## src/rtl/pmp_chk_pkg.sv

```systemverilog
package pmp_chk_pkg;

  typedef enum logic [1:0] {
    MATCH_OFF   = 2'b00,
    MATCH_RSVD  = 2'b01,
    MATCH_WORD  = 2'b10,
    MATCH_BLOCK = 2'b11
  } match_mode_e;

  typedef struct packed {
    logic [2:0]  pad;
    match_mode_e mode;
    logic        x;
    logic        w;
    logic        r;
  } region_cfg_t;

  localparam logic [3:0] CAUSE_NONE  = 4'd0;
  localparam logic [3:0] CAUSE_LOAD  = 4'd5;
  localparam logic [3:0] CAUSE_STORE = 4'd7;

endpackage

```

## src/rtl/pmp_region_match.sv

```systemverilog
module pmp_region_match
  import pmp_chk_pkg::*;
#(
  parameter int WA_W = 30
) (
  input  region_cfg_t     cfg,
  input  logic [WA_W-1:0] region_addr,
  input  logic [WA_W-1:0] word_addr,
  output logic            hit
);

  logic [WA_W-1:0] care_mask;

  // Trailing ones plus the first zero above them are don't-care bits.
  assign care_mask = ~(region_addr ^ (region_addr + WA_W'(1)));

  always_comb begin
    unique case (cfg.mode)
      MATCH_WORD:  hit = (word_addr == region_addr);
      MATCH_BLOCK: hit = (((word_addr ^ region_addr) & care_mask) == '0);
      default:     hit = 1'b0;
    endcase
  end

endmodule

```

## src/rtl/pmp_lookup.sv

```systemverilog
module pmp_lookup
  import pmp_chk_pkg::*;
#(
  parameter int NUM_REGIONS = 4,
  parameter int WA_W        = 30
) (
  input  region_cfg_t [NUM_REGIONS-1:0]    cfg,
  input  logic [NUM_REGIONS-1:0][WA_W-1:0] region_addr,
  input  logic [WA_W-1:0]                  word_addr,
  output logic                             any_hit,
  output region_cfg_t                      win_cfg
);

  logic [NUM_REGIONS-1:0] hits;

  for (genvar g = 0; g < NUM_REGIONS; g++) begin : g_match
    pmp_region_match #(.WA_W(WA_W)) i_match (
      .cfg         (cfg[g]),
      .region_addr (region_addr[g]),
      .word_addr   (word_addr),
      .hit         (hits[g])
    );
  end

  assign any_hit = |hits;

  // Scan from the top so the lowest covering index is assigned last.
  always_comb begin
    win_cfg = '0;
    for (int i = NUM_REGIONS - 1; i >= 0; i--) begin
      if (hits[i]) win_cfg = cfg[i];
    end
  end

endmodule

```

## config.mk

```make
export PLATFORM = sky130hd
export DESIGN_NAME = pmp_lookup
export DESIGN_NICKNAME = d
export VERILOG_FILES = /design/src/rtl/pmp_chk_pkg.sv /design/src/rtl/pmp_region_match.sv /design/src/rtl/pmp_lookup.sv
export SDC_FILE = /design/constraint.sdc
export NUM_CORES = 1
export LEC_CHECK = 0
export ABC_AREA = 0
export CAP_MARGIN = 30
export CORE_MARGIN = 2
export CORE_UTILIZATION = 46
export DETAILED_ROUTE_END_ITERATION = 10
export PLACE_DENSITY = 0.91
export RECOVER_POWER = 50
export SKIP_LAST_GASP = 1
export SLEW_MARGIN = 20
export SYNTH_ARGS = -nofsm -noshare
export SYNTH_HDL_FRONTEND = slang
export SYNTH_SLANG_ARGS = --single-unit
```

## constraint.sdc

```tcl
create_clock -name vclk -period 10.67
set_input_delay 3.201 -clock vclk [all_inputs]
set_output_delay 3.201 -clock vclk [all_outputs]
set_load 0.01 [all_outputs]
```

==> metrics.txt <==
Post-Syn Area 3690 um^2; Die Y between 90 and 100 um; Placeable Area between 7000 and 8000 um^2; Tightest Hold Check Type input pin to output pin; Tcrit/Tclk final 94.7%; met3 Use GR 8.94%; Sequential Area 0 um^2; final net count around 900; P_leak ~1.9 nW; DP HPWL 14.7 mm; clock buf count 0; fin cells ~830; RSZ-0062 raised after global routing no; largest net degree at the start of global routing 13; GR Util met1 between 40% and 50%; Slew @ Worst Pin around 0.74 ns; DRC Markers 0; highest clock rate just under 100 MHz; port bufs 191; Cell Pwr Density a little under 40 nW/um^2; Avg Vias per Cell 6.57; Ports approximately 190; antenna violations before repair 0; met2 usage 63.0%; die width 93.6 um; worst setup margin ~0.56 ns; cts hold-fix bufs 0; area added between synthesis and finish 53.6%; grt total ovfl 0; status finished clean; Setup Viol. Count Final 0; placed insts 828; CP endpoint kind output pin; Worst VDD drop roughly 0.000026 V; layout cells sized above 1 ~3.4%; GPL Wtd Cong 1.09; max-slew violations 0; Synth Warn # 0; WP data required between 7 and 8 ns; routed len/inst between 20 and 25 um; worst-path fanout max 11; die area 8760 um^2; Detailed Route Iter0 Violations about 330; crit path DAT 6.91 ns; FFs & Latches 0; CP Class input pin to output pin; Startpoint Class input pin; final hold vios 0; busiest layer in global routing met2; DRT Wirelength around 18 mm; global-route wire length before repair around 27 mm; antenna cells 0; post-CTS setup buffers 0; Setup TNS 0 ns; Seq/Total Area, Yosys 0%; drt pass-1 iters 5; fin crit period 10.11 ns; Post-Syn Area per Cell approximately 6.7 um^2; Slew HR 50.0%; cts repair resizes 0; synthesized net count about 740; Initial Utilization 47.6%; Antenna Violating Nets Remaining 0; Post-Synthesis Cells roughly 550; vias ~5,400; number of cell rows 32; vias in the first global route 5,379; WHS around 7.4 ns; Place WS 0.622 ns; post-layout util about three quarters; maxcap violations 0; gr usage total just under 40%; Filler Cells Inserted 639; library cells used by synthesis 67
[cells in the mapped netlist (2+ instances only)]
cell,count,area [um^2]
o2111ai_1,5,43.8
inv_1,11,41.3
a21oi_1,34,170
nand3b_1,3,22.5
xnor2_1,85,744
o22ai_1,13,81.3
a22oi_1,4,30.0
and2_1,7,43.8
nand4_1,34,213
nor4_2,2,25.0
a31oi_1,23,144
nand4b_1,5,43.8
a22o_1,4,35.0
clkbuf_1,17,63.8
nor2b_1,5,31.3
nand2_1,58,218
a21o_1,4,30.0
a211oi_1,3,22.5
xor2_1,34,298
a2111oi_0,5,43.8
and3_1,15,93.8
and4_1,14,123
o41a_1,2,22.5
o221ai_1,2,17.5
nor2_1,30,113
nor4_1,20,125
or3b_2,3,26.3
a41oi_1,6,52.6
or2_2,3,18.8
o21ai_0,15,75.1
a32oi_1,2,17.5
or3_1,4,25.0
o211ai_1,2,15.0
nand2b_1,2,12.5
ha_1,4,50.1
nand3_1,34,170
nor3_1,7,35.0
nor4_4,2,42.5
[through the flow]
stage,power [W],area [um^2]
2_1_floorplan,0.000101,3690
4_1_cts,0.000220,5670
3_3_place_gp,0.000217,5670
3_5_place_dp,0.000219,5670
6_report,0.000225,5670
5_1_grt,0.000240,5670
[per-layer routing]
metal | up-vias | routed length (um)
met4 | 0 | 1170
met3 | 91 | 2100
li1 | 2496 | -
met2 | 408 | 7960
met5 | - | 0
met1 | 2442 | 6480
[report_power, final]
group | switching (W) | internal, W
Sequential | 0 | 0
Combinational | 0.000112 | 0.000113
Clock | 0 | 0
Total | 0.000112 | 0.000113
[path summary, 6_finish.rpt]
kind                        from    endpoint  cells past startpoint
setup / recovery  region_addr[2]  win_cfg[0]                     11
hold / removal           cfg[21]  win_cfg[5]                      4
[layout by cell type (no fill, tap or decap), drive strengths merged, types with 3 or more instances in the layout]
| cell type | instances |
|---|---|
| o21ai | 16 |
| and4 | 14 |
| a41oi | 6 |
| xnor2 | 85 |
| nand3 | 34 |
| xor2 | 34 |
| a31oi | 23 |
| inv | 11 |
| nor2b | 5 |
| nand4 | 36 |
| or3b | 3 |
| ha | 4 |
| a2111oi | 5 |
| a21o | 4 |
| nor4 | 24 |
| a211oi | 3 |
| a22oi | 5 |
| or2 | 3 |
| clkdlybuf4s50 | 189 |
| nand4b | 5 |
| or3 | 4 |
| nor2 | 30 |
| and3 | 15 |
| nor3 | 8 |
| o22ai | 13 |
| and2 | 8 |
| a22o | 4 |
| nand2 | 58 |
| a21oi | 35 |
| o2111ai | 6 |
| nand3b | 3 |
[critical path, stage by stage]
cell and delay [ns]:
clkdlybuf4s50_1 0.57, and4_1 0.43, nand4_2 0.20, o41a_1 0.45
a2111o_1 0.40, nor4_4 0.32, a21oi_2 0.19, nand3_1 0.29
a31oi_1 0.09, a21oi_1 0.20, clkdlybuf4s50_1 0.57
[cells by family (layout without fill, tap and decap cells)]
logic type | Yosys count | count (layout) | share of synthesized area [%]
AND/OR/NAND/NOR | 255 | 255 | 39.8
XOR/XNOR | 119 | 119 | 28.2
adder cells (fa/ha/maj) | 4 | 4 | 1.36
AO/OA/AOI/OAI | 144 | 144 | 27.4
buffers and inverters | 30 | 204 | 3.18
[layout make-up]
cell class / instances / area [um^2] / area share, %
inverter: 11 / 41.3 / 0.728
multi-input combinational: 522 / 3580 / 63.0
tap: 102 / 128 / 2.25
timing repair buffer: 193 / 1930 / 34.0
(Power assumes the default switching activity.)
